[src/rtl/dcl_pkg.sv]
package dcl_pkg;
    localparam logic [7:0] OP_END = 8'h00;
    localparam logic [7:0] OP_WR  = 8'h01;
    localparam logic [7:0] OP_DLY = 8'h03;
    localparam logic [7:0] OP_VBL = 8'h0A;

    localparam int CTL_EN   = 31;
    localparam int CTL_VBL  = 16;
    localparam int CTL_TRIG = 8;

    localparam logic [1:0] RIDX_CTL  = 2'd0;
    localparam logic [1:0] RIDX_STAT = 2'd1;
    localparam logic [1:0] RIDX_HEAD = 2'd2;
    localparam logic [1:0] RIDX_TAIL = 2'd3;

    typedef enum logic [2:0] {
        S_IDLE, S_ARM, S_FETCH, S_ARG1, S_ARG2, S_WUS, S_WVB
    } seq_state_e;

    typedef enum logic [1:0] { K_WR, K_DLY, K_VBL } cmd_kind_e;
endpackage

[src/rtl/dcl_cmd_ram.sv]
module dcl_cmd_ram #(
    parameter int AW = 6
) (
    input  logic          clk,
    input  logic          we,
    input  logic [AW-1:0] waddr,
    input  logic [31:0]   wdata,
    input  logic [AW-1:0] raddr,
    output logic [31:0]   rdata
);
    localparam int DEPTH = 1 << AW;

    logic [31:0] mem [DEPTH];

    always_ff @(posedge clk) begin
        if (we) mem[waddr] <= wdata;
    end

    assign rdata = mem[raddr];
endmodule

[src/rtl/dcl_wait_timer.sv]
module dcl_wait_timer #(
    parameter int CW = 32
) (
    input  logic          clk,
    input  logic          rst_n,
    input  logic          load,
    input  logic [CW-1:0] load_val,
    input  logic          tick,
    output logic          expire
);
    logic [CW-1:0] cnt_d, cnt_q;

    always_comb begin
        cnt_d = cnt_q;
        if (load)                          cnt_d = load_val;
        else if (tick && cnt_q != '0)      cnt_d = cnt_q - 1'b1;
    end

    always_ff @(posedge clk or negedge rst_n) begin
        if (!rst_n) cnt_q <= '0;
        else        cnt_q <= cnt_d;
    end

    // last tick of the count ends the wait in the same cycle
    assign expire = tick && (cnt_q == CW'(1));
endmodule

[src/rtl/dcl_sequencer.sv]
module dcl_sequencer
    import dcl_pkg::*;
#(
    parameter int AW = 6
) (
    input  logic          clk,
    input  logic          rst_n,
    input  logic          start,
    input  logic          start_vbl,
    input  logic [AW:0]   head_w,
    input  logic [AW:0]   tail_w,
    input  logic          vblank,
    input  logic          tmr_expire,
    input  logic [31:0]   ram_rdata,
    output logic [AW-1:0] ram_raddr,
    output logic          tmr_load,
    output logic [31:0]   tmr_val,
    output logic          wr_valid,
    output logic [31:0]   wr_addr,
    output logic [31:0]   wr_data,
    output logic          busy,
    output logic          err,
    output seq_state_e    state
);
    typedef struct packed {
        seq_state_e  st;
        logic [AW:0] ptr;
        cmd_kind_e   kind;
        logic [31:0] addr;
        logic        err;
        logic        wv;
        logic [31:0] wa;
        logic [31:0] wd;
    } seq_t;

    seq_t d, q;
    logic at_end;

    always_comb begin
        d        = q;
        d.wv     = 1'b0;
        tmr_load = 1'b0;
        tmr_val  = ram_rdata;
        at_end   = (q.ptr >= tail_w) || q.ptr[AW];
        case (q.st)
            S_IDLE: if (start) begin
                d.err = 1'b0;
                d.ptr = head_w;
                d.st  = start_vbl ? S_ARM : S_FETCH;
            end
            S_ARM: if (vblank) d.st = S_FETCH;
            S_FETCH: begin
                if (at_end) d.st = S_IDLE;
                else begin
                    d.ptr = q.ptr + 1'b1;
                    case (ram_rdata[7:0])
                        OP_END: d.st = S_IDLE;
                        OP_WR:  begin d.kind = K_WR;  d.st = S_ARG1; end
                        OP_DLY: begin d.kind = K_DLY; d.st = S_ARG1; end
                        OP_VBL: begin d.kind = K_VBL; d.st = S_ARG1; end
                        default: begin d.err = 1'b1; d.st = S_IDLE; end
                    endcase
                end
            end
            S_ARG1: begin
                if (at_end) d.st = S_IDLE;
                else begin
                    d.ptr = q.ptr + 1'b1;
                    case (q.kind)
                        K_WR:  begin d.addr = ram_rdata; d.st = S_ARG2; end
                        K_DLY: begin
                            if (ram_rdata == '0) d.st = S_FETCH;
                            else begin tmr_load = 1'b1; d.st = S_WUS; end
                        end
                        default: d.st = S_WVB;
                    endcase
                end
            end
            S_ARG2: begin
                if (at_end) d.st = S_IDLE;
                else begin
                    d.ptr = q.ptr + 1'b1;
                    d.wv  = 1'b1;
                    d.wa  = q.addr;
                    d.wd  = ram_rdata;
                    d.st  = S_FETCH;
                end
            end
            S_WUS: if (tmr_expire) d.st = S_FETCH;
            S_WVB: if (vblank)     d.st = S_FETCH;
            default: d.st = S_IDLE;
        endcase
    end

    always_ff @(posedge clk or negedge rst_n) begin
        if (!rst_n) q <= '{st: S_IDLE, kind: K_WR, default: '0};
        else        q <= d;
    end

    assign ram_raddr = q.ptr[AW-1:0];
    assign wr_valid  = q.wv;
    assign wr_addr   = q.wa;
    assign wr_data   = q.wd;
    assign busy      = (q.st != S_IDLE);
    assign err       = q.err;
    assign state     = q.st;
endmodule

[src/rtl/dcl_engine.sv]
module dcl_engine
    import dcl_pkg::*;
#(
    parameter int RAM_AW = 6,
    localparam int HAW   = RAM_AW + 3,
    localparam int OW    = RAM_AW + 3
) (
    input  logic           clk,
    input  logic           rst_n,
    input  logic           host_we,
    input  logic [HAW-1:0] host_addr,
    input  logic [31:0]    host_wdata,
    output logic [31:0]    host_rdata,
    input  logic           us_tick,
    input  logic           vblank,
    output logic           wr_valid,
    output logic [31:0]    wr_addr,
    output logic [31:0]    wr_data
);
    typedef struct packed {
        logic          en;
        logic          vbl;
        logic [OW-1:0] head;
        logic [OW-1:0] tail;
    } regs_t;

    regs_t d, q;
    logic  aligned, sel_ram, reg_we, start_req;
    logic [1:0]  ridx;
    logic [31:0] ram_rdata, tmr_val;
    logic [RAM_AW-1:0] ram_raddr;
    logic tmr_load, tmr_expire, busy, err;
    seq_state_e state;

    assign aligned   = (host_addr[1:0] == 2'b00);
    assign sel_ram   = host_addr[HAW-1];
    assign ridx      = host_addr[3:2];
    assign reg_we    = host_we && aligned && !sel_ram;
    assign start_req = reg_we && (ridx == RIDX_CTL)
                       && host_wdata[CTL_TRIG] && host_wdata[CTL_EN];

    always_comb begin
        d = q;
        if (reg_we) begin
            case (ridx)
                RIDX_CTL:  begin d.en = host_wdata[CTL_EN]; d.vbl = host_wdata[CTL_VBL]; end
                RIDX_HEAD: d.head = host_wdata[OW-1:0];
                RIDX_TAIL: d.tail = host_wdata[OW-1:0];
                default:   ;
            endcase
        end
    end

    always_ff @(posedge clk or negedge rst_n) begin
        if (!rst_n) q <= '0;
        else        q <= d;
    end

    always_comb begin
        host_rdata = '0;
        if (!sel_ram) begin
            case (ridx)
                RIDX_CTL: begin
                    host_rdata[CTL_EN]  = q.en;
                    host_rdata[CTL_VBL] = q.vbl;
                end
                RIDX_STAT: host_rdata = {30'b0, err, busy};
                RIDX_HEAD: host_rdata = {{(32-OW){1'b0}}, q.head};
                default:   host_rdata = {{(32-OW){1'b0}}, q.tail};
            endcase
        end
    end

    dcl_cmd_ram #(.AW(RAM_AW)) u_ram (
        .clk   (clk),
        .we    (host_we && aligned && sel_ram),
        .waddr (host_addr[RAM_AW+1:2]),
        .wdata (host_wdata),
        .raddr (ram_raddr),
        .rdata (ram_rdata)
    );

    dcl_wait_timer #(.CW(32)) u_tmr (
        .clk      (clk),
        .rst_n    (rst_n),
        .load     (tmr_load),
        .load_val (tmr_val),
        .tick     (us_tick),
        .expire   (tmr_expire)
    );

    dcl_sequencer #(.AW(RAM_AW)) u_seq (
        .clk        (clk),
        .rst_n      (rst_n),
        .start      (start_req),
        .start_vbl  (host_wdata[CTL_VBL]),
        .head_w     (q.head[OW-1:2]),
        .tail_w     (q.tail[OW-1:2]),
        .vblank     (vblank),
        .tmr_expire (tmr_expire),
        .ram_rdata  (ram_rdata),
        .ram_raddr  (ram_raddr),
        .tmr_load   (tmr_load),
        .tmr_val    (tmr_val),
        .wr_valid   (wr_valid),
        .wr_addr    (wr_addr),
        .wr_data    (wr_data),
        .busy       (busy),
        .err        (err),
        .state      (state)
    );
endmodule

[config.mk]
export PLATFORM = sky130hd
export DESIGN_NAME = dcl_engine
export DESIGN_NICKNAME = d
export VERILOG_FILES = /design/src/rtl/dcl_pkg.sv /design/src/rtl/dcl_cmd_ram.sv /design/src/rtl/dcl_wait_timer.sv /design/src/rtl/dcl_sequencer.sv /design/src/rtl/dcl_engine.sv
export SDC_FILE = /design/constraint.sdc
export NUM_CORES = 2
export LEC_CHECK = 0
export BUFFER_PORTS_ARGS = -buffer_cell sky130_fd_sc_hd__buf_2
export CORE_ASPECT_RATIO = 0.8
export CORE_UTILIZATION = 50
export CTS_CLUSTER_DIAMETER = 40
export DETAILED_ROUTE_END_ITERATION = 10
export GPL_TIMING_DRIVEN = 0
export MAX_ROUTING_LAYER = met4
export PLACE_DENSITY = 0.65
export SLEW_MARGIN = 10
export SYNTH_ARGS = -nofsm -noshare
export SYNTH_HDL_FRONTEND = slang
export SYNTH_SLANG_ARGS = --single-unit
[constraint.sdc]
create_clock -name clk -period 6.9 [get_ports clk]
set_input_delay 0 -clock clk [delete_from_list [all_inputs] [get_ports clk]]
set_output_delay 0 -clock clk [all_outputs]
set_load 0.05 [all_outputs]
Yosys cells after proc, flatten, opt, wreduce, memory -nomap -nowiden

Memories as Yosys holds them, arrays and structs flattened.
Index checks and enable logic that the tools add are counted.

Register bits after elaboration: 162
RAM bits: 2,048
Input bits: 46
Output and inout bits: 97
Logic and storage cells: 106
Memories: 1

Memories:

| memory    | words | bits a word | rd ports | clocked after Yosys merged registers in | wr ports | RTL line          | source |
|---|---|---|---|---|---|---|---|
| u_ram.mem | 64    | 32          | 1        | 0                                       | 1        | dcl_cmd_ram.sv:13 | `logic [31:0] mem [DEPTH];` |

$add $sub $neg: 2
Magnitude comparators: 1
Equal/unequal tests: 20
Muxes and demuxes: 33
Bitwise gates (word level): 1
Reductions and logical operators: 35

Operators by type and width:

| kind                                                                 | count |
|---|---|
| 65-bit 2-to-1 mux                                                    | 2 |
| 32-bit 2-to-1 mux                                                    | 3 |
| 32-bit by 1-bit == test with 1-bit output, second input constant     | 1 |
| 32-bit zero test                                                     | 1 |
| 32-bit nonzero test                                                  | 1 |
| 32-bit by 1-bit subtractor with 32-bit output, second input constant | 1 |
| 9-bit one-hot mux with 3 select lines                                | 1 |
| 7-bit one-hot mux with 3 select lines                                | 1 |
| 3-bit one-hot mux with 6 select lines                                | 1 |
| 3-bit 2-to-1 mux                                                     | 5 |
| 1-bit 2-to-1 mux                                                     | 11 |
| 10-bit 2-to-1 mux                                                    | 1 |
| 2-bit inequality test, second input constant                         | 5 |
| 3-bit == test, second input constant                                 | 3 |
| 9-bit 2-to-1 mux                                                     | 1 |
| 3-bit AND reduction                                                  | 3 |
| 3-bit nonzero test                                                   | 3 |
| 8-bit by 1-bit == test with 1-bit output, second input constant      | 1 |
| 8-bit by 2-bit == test with 1-bit output, second input constant      | 1 |
| 8-bit by 4-bit == test with 1-bit output, second input constant      | 1 |
| 1-bit logical AND                                                    | 8 |
| 8-bit zero test                                                      | 1 |
| 2-bit AND reduction                                                  | 4 |
| 4-bit AND reduction                                                  | 2 |
| 21 further kinds                                                     | 30 |

Depth between registers and ports, before layout

Depth after elaboration: 8
Gate-level depth with buffers: 20
Gate-level depth less buffers: 12

By module

A second synthesis with hierarchy kept.

Cells, all modules: 4,086
Area total of the unflattened synthesis: 86,736.9 µm²

Modules (own cells, without submodules):

| module         | times used | cells an instance | area each (µm²) | sequential area each (µm²) |
|---|---|---|---|---|
| dcl_cmd_ram    | 1          | 3,292             | 77,874.7        | 61,499.0 |
| dcl_sequencer  | 1          | 490               | 5,784.3         | 2,752.6 |
| dcl_wait_timer | 1          | 205               | 1,933.1         | 800.8 |
| dcl_engine     | 1          | 99                | 1,144.8         | 500.5 |

Least setup slack after synthesis

No wires, ideal clock.

Path kind: register -> register
Start: reg u_seq.q (netlist bit u_seq.ram_raddr[0])
End: reg u_tmr.cnt_q[9]
Setup time: 0.128 ns
Data arrival time: 3.838 ns
Required time: 6.772 ns
Setup slack: 2.934 ns
Cell stages (with the launch flop): 20
Path buffers: 7
Period minus slack after synthesis: 3.966 ns
Cells stage by stage: dfrtp_1 -> buf_6 -> buf_12 -> buf_6 -> clkinv_2 -> buf_2 -> buf_2 -> ha_1 -> nand2b_1 -> a21o_1 -> a21o_1 -> a21o_1 -> a211oi_1 -> o21a_1 -> and2_1 -> clkbuf_1 -> nand2_1 -> or3b_1 -> buf_6 -> mux2_1

Word-level cells in the longest chain between the ends: 7
Elaborated cells on any way between the ends: 10
Those cells by class: order compare: 1; mux: 5; reduce/logical: 3; memory: 1

Ends and longest elaborated chain:

| element                                                 | RTL line             | source |
|---|---|---|
| start: declaration                                      | dcl_sequencer.sv:36  | `seq_t d, q;` |
| start signal: assignment                                | dcl_sequencer.sv:96  | `if (!rst_n) q <= '{st: S_IDLE, kind: K_WR, default: '0};` |
| start signal: assignment                                | dcl_sequencer.sv:97  | `else q <= d;` |
| memory 64 x 32 bit                                      | n/a                  |  |
| 32-bit zero test                                        | dcl_sequencer.sv:72  | `if (ram_rdata == '0) d.st = S_FETCH;` |
| 1-bit 2-to-1 mux                                        | dcl_sequencer.sv:72  |  |
| 1-bit 2-to-1 mux                                        | dcl_sequencer.sv:69  | `case (q.kind)` |
| 1-bit 2-to-1 mux                                        | dcl_sequencer.sv:66  | `if (at_end) d.st = S_IDLE;` |
| 1-bit 2-to-1 mux                                        | dcl_sequencer.sv:45  | `case (q.st)` |
| 32-bit 2-to-1 mux or 2-bit nonzero test (tied branches) | n/a                  |  |
| end signal: assignment                                  | dcl_wait_timer.sv:21 | `else cnt_q <= cnt_d;` |
| end: declaration                                        | dcl_wait_timer.sv:11 | `logic [CW-1:0] cnt_d, cnt_q;` |

Parallel ways exist; a longest one is shown, timed or not.
A chain may end at the register's enable or synchronous reset.

Worst setup path after layout

Start: reg u_seq.q (netlist bit u_seq.ram_raddr[1])
End: reg u_tmr.cnt_q[19]

Same word-level chain as after synthesis.

==> qor.yml <==
reg2reg_from: "u_seq.ram_raddr[1]"
r2r_slack_ps: -130
cp.required_ps: 7670
clock-sinks: 2210
finalHoldViolations: 0
grt.total_usage: 0.350
path_buf_inv: 6
critPathKind: "reg -> reg"
max_stage_delay_ps: 930
antenna_found_initial: 17
clkTransAtPathRegs_ps: 60
ys_ff_latch: 2210
grt-ovfl-total: 0
cpMaxStageDelayCell: "a21oi_1"
grt_pass1_wl_um: 403000
ioPinCount: 143
post-route-min-period_ps: 7030
hold_start: "host_wdata[11]"
maxCapViolations: 0
min_path_type: "in -> reg"
yosysWarnings: 0
cts_buffers: 214
first_iter_violations: 9796
cp-startpoint: "u_seq.ram_raddr[1]"
fin_skew_ps: 47.1
postRouteAntennaNets: 0
setup_viol: 32
drive_gt1_frac: 0.263
synth_enable_flop_cells: 2048
cp_max_fo: 10
outcome: "finished, violations left"
post-place-ws_ps: 195
dp_hpwl_um: 200000
use_met2: 0.485
yosysUniqueCellTypes: 82
clk_latency_ps: 880
synthToLayoutAreaGrowth_pct: 16.7
cp-end-kind: "flip-flop"
die_area_um2: 177000
dr_total_vias: 50637
hold_end: "u_ram.mem[48][11]"
async_flop_share: 0.0733
wirelength_um: 303000
final_cell_mix: "edfxtp_1, mux2i_1, mux4_2"
postLayoutSetupSlackWorst_ps: -134
synthesis.area_um2: 87800
postSynthAreaPerCell_um2: 19.6
synth_seq_area_share: 0.747
worstHoldPathCells: 2
busiest_layer: "met2"
cts_root_buf: "clkbuf_16"
final_common_cell: "edfxtp_1"
post_cts_buffers: 0
cp_cell_sequence: "buf_6, and2_0, buf_2, clkbuf_1, buf_2, nand2_1, a31oi_1, o21ai_0, a21oi_1, nand4_1, nor4_1, and4_1, or3b_1, buf_6, buf_12, mux2i_1"
tritoncts: "built"
die_h_um: 377
r2r_cells: 16
r2r_end: "u_tmr.cnt_q[19]"
rsz0062_at_grt: "false"
port_buffers: 116
grt_pass1_vias: 47332
coreArea_um2: 174000
via_per_inst: 6.75
start_kind: "flip-flop"
path_delay_family: "buffers and inverters"
finalSetupTns_ps: -3150
routabilityCongestion: 0.944
die_w_um: 470
peakVddDrop_uv: 286
fin_nets: 5065
place_inst: 7038
htreeDepth: 4
rows: 137
syn_inst: 4478
grt_max_degree: 95
clockBufferDepth: 3
violations: "setup timing"
slew_headroom: 0.0669
drc: 0
p_leak_nw: 33.1
hold_slack_ps: 245
worst_pin_slew_ps: 1400
p_total_mw: 27.1
wl_per_cell_um: 40.4
report.final.slew_viol_count: 0
start_util: 0.504
period_share: 1.02
use_met3: 0.123
gr-usage-met1: 0.466
fillers: 12516
fmax_ghz: 0.142
drt_pass1_iterations: 9
instances_no_fill: 7497
arrival_ps: 7800
synth_ff_type: "edfxtp_1"
powerDensity_nw_per_um2: 265
-- worst max-delay path by stage --
| stage | slack, ps | endpoint | cells after the start |
|---|---|---|---|
| finish | -130 | u_tmr.cnt_q[19] | 16 |
| global route | 20 | u_tmr.cnt_q[18] | 16 |
| CTS | 30 | u_tmr.cnt_q[19] | 16 |
| detailed placement | 200 | u_tmr.cnt_q[19] | 16 |
| global placement | 80 | u_tmr.cnt_q[9] | 15 |
| floorplan | 2930 | u_tmr.cnt_q[9] | 19 |
-- flip-flops by register name, indices dropped and copies added (netlist names) --
name,count
u_seq.wr_data,32
u_seq.q,35
u_seq.ram_raddr,6
q,20
u_seq.state,3
u_ram.mem,2048
u_seq.err,1
u_tmr.cnt_q,32
u_seq.wr_addr,32
u_seq.wr_valid,1
-- metal layers --
metal | vias to the layer above | wire length (um)
li1 | 19147 | -
met1 | 26346 | 110000
met2 | 4398 | 129000
met3 | 746 | 47100
met4 | 0 | 15900
met5 | - | 0
-- Yosys cell counts, types with 17 or more instances --
cell | n | area (um^2)
a221oi_1 | 19 | 166
a22oi_1 | 87 | 653
mux2i_1 | 423 | 4230
buf_12 | 24 | 480
dfrtp_1 | 162 | 4050
clkbuf_1 | 56 | 210
nand3_1 | 21 | 105
o21ai_0 | 106 | 531
edfxtp_1 | 2048 | 61500
a21oi_1 | 132 | 661
buf_6 | 53 | 597
nand2_1 | 214 | 803
nor2_1 | 149 | 559
buf_2 | 54 | 270
buf_8 | 24 | 360
o21ai_1 | 17 | 85.1
mux4_2 | 356 | 8020
mux2_2 | 68 | 766
buf_4 | 107 | 803
a31oi_1 | 68 | 425
xnor2_1 | 28 | 245
-- where the power goes --
part           total [mW]  leakage, nW  internal [mW]  switching (mW)
registers            14.7         20.5           14.7          0.0401
logic               0.504         9.18          0.118           0.386
clock network        11.9         3.44           6.62            5.30
total                27.1         33.1           21.4            5.72
-- area by class of cell --
| class | instances | area [um^2] | share of cell area |
|---|---|---|---|
| Inverter | 18 | 68.8 | 0.000672 |
| Sequential cell | 2210 | 65600 | 0.640 |
| Clock buffer | 256 | 5620 | 0.0549 |
| Multi-Input combinational cell | 1937 | 19900 | 0.195 |
| Tap cell | 2293 | 2870 | 0.0280 |
| Timing Repair Buffer | 295 | 4100 | 0.0400 |
| Clock inverter | 146 | 1470 | 0.0143 |
| Buffer | 333 | 2790 | 0.0273 |
| Antenna cell | 9 | 22.5 | 0.000220 |
-- worst reg2reg max path, stage by stage (launching register included) --
cell and delay (ps):
dfrtp_1 750, buf_6 300, and2_0 350, buf_2 280
clkbuf_1 910, buf_2 640, nand2_1 110, a31oi_1 280
o21ai_0 380, a21oi_1 930, nand4_1 230, nor4_1 780
and4_1 330, or3b_1 140, buf_6 160, buf_12 150
mux2i_1 210
-- cell families after synthesis --
logic type | Yosys count | synth area share
compound gates | 518 | 0.0377
xor+xnor | 32 | 0.00319
fa+ha+maj | 10 | 0.00143
buf+inv | 351 | 0.0326
flops | 2210 | 0.747
mux | 865 | 0.153
other cells | 1 | 0.0000427
simple gates | 491 | 0.0248
-- timing repair --
item / 4_1_cts / 5_1_grt
hold endpoints to repair: 1462 / 390
setup endpoints to repair: 0 / 1
gates resized for setup: 0 / 1
hold buffers: 40 / 6
-- through the flow --
| stage | area (um^2) | util |
|---|---|---|
| floorplan | 87900 | - |
| global placement | 91300 | 0.524 |
| detailed placement | 94800 | 0.544 |
| CTS | 102000 | 0.587 |
| global route | 102000 | 0.588 |
| finish | 102000 | 0.588 |
(Power assumes the default switching activity.)
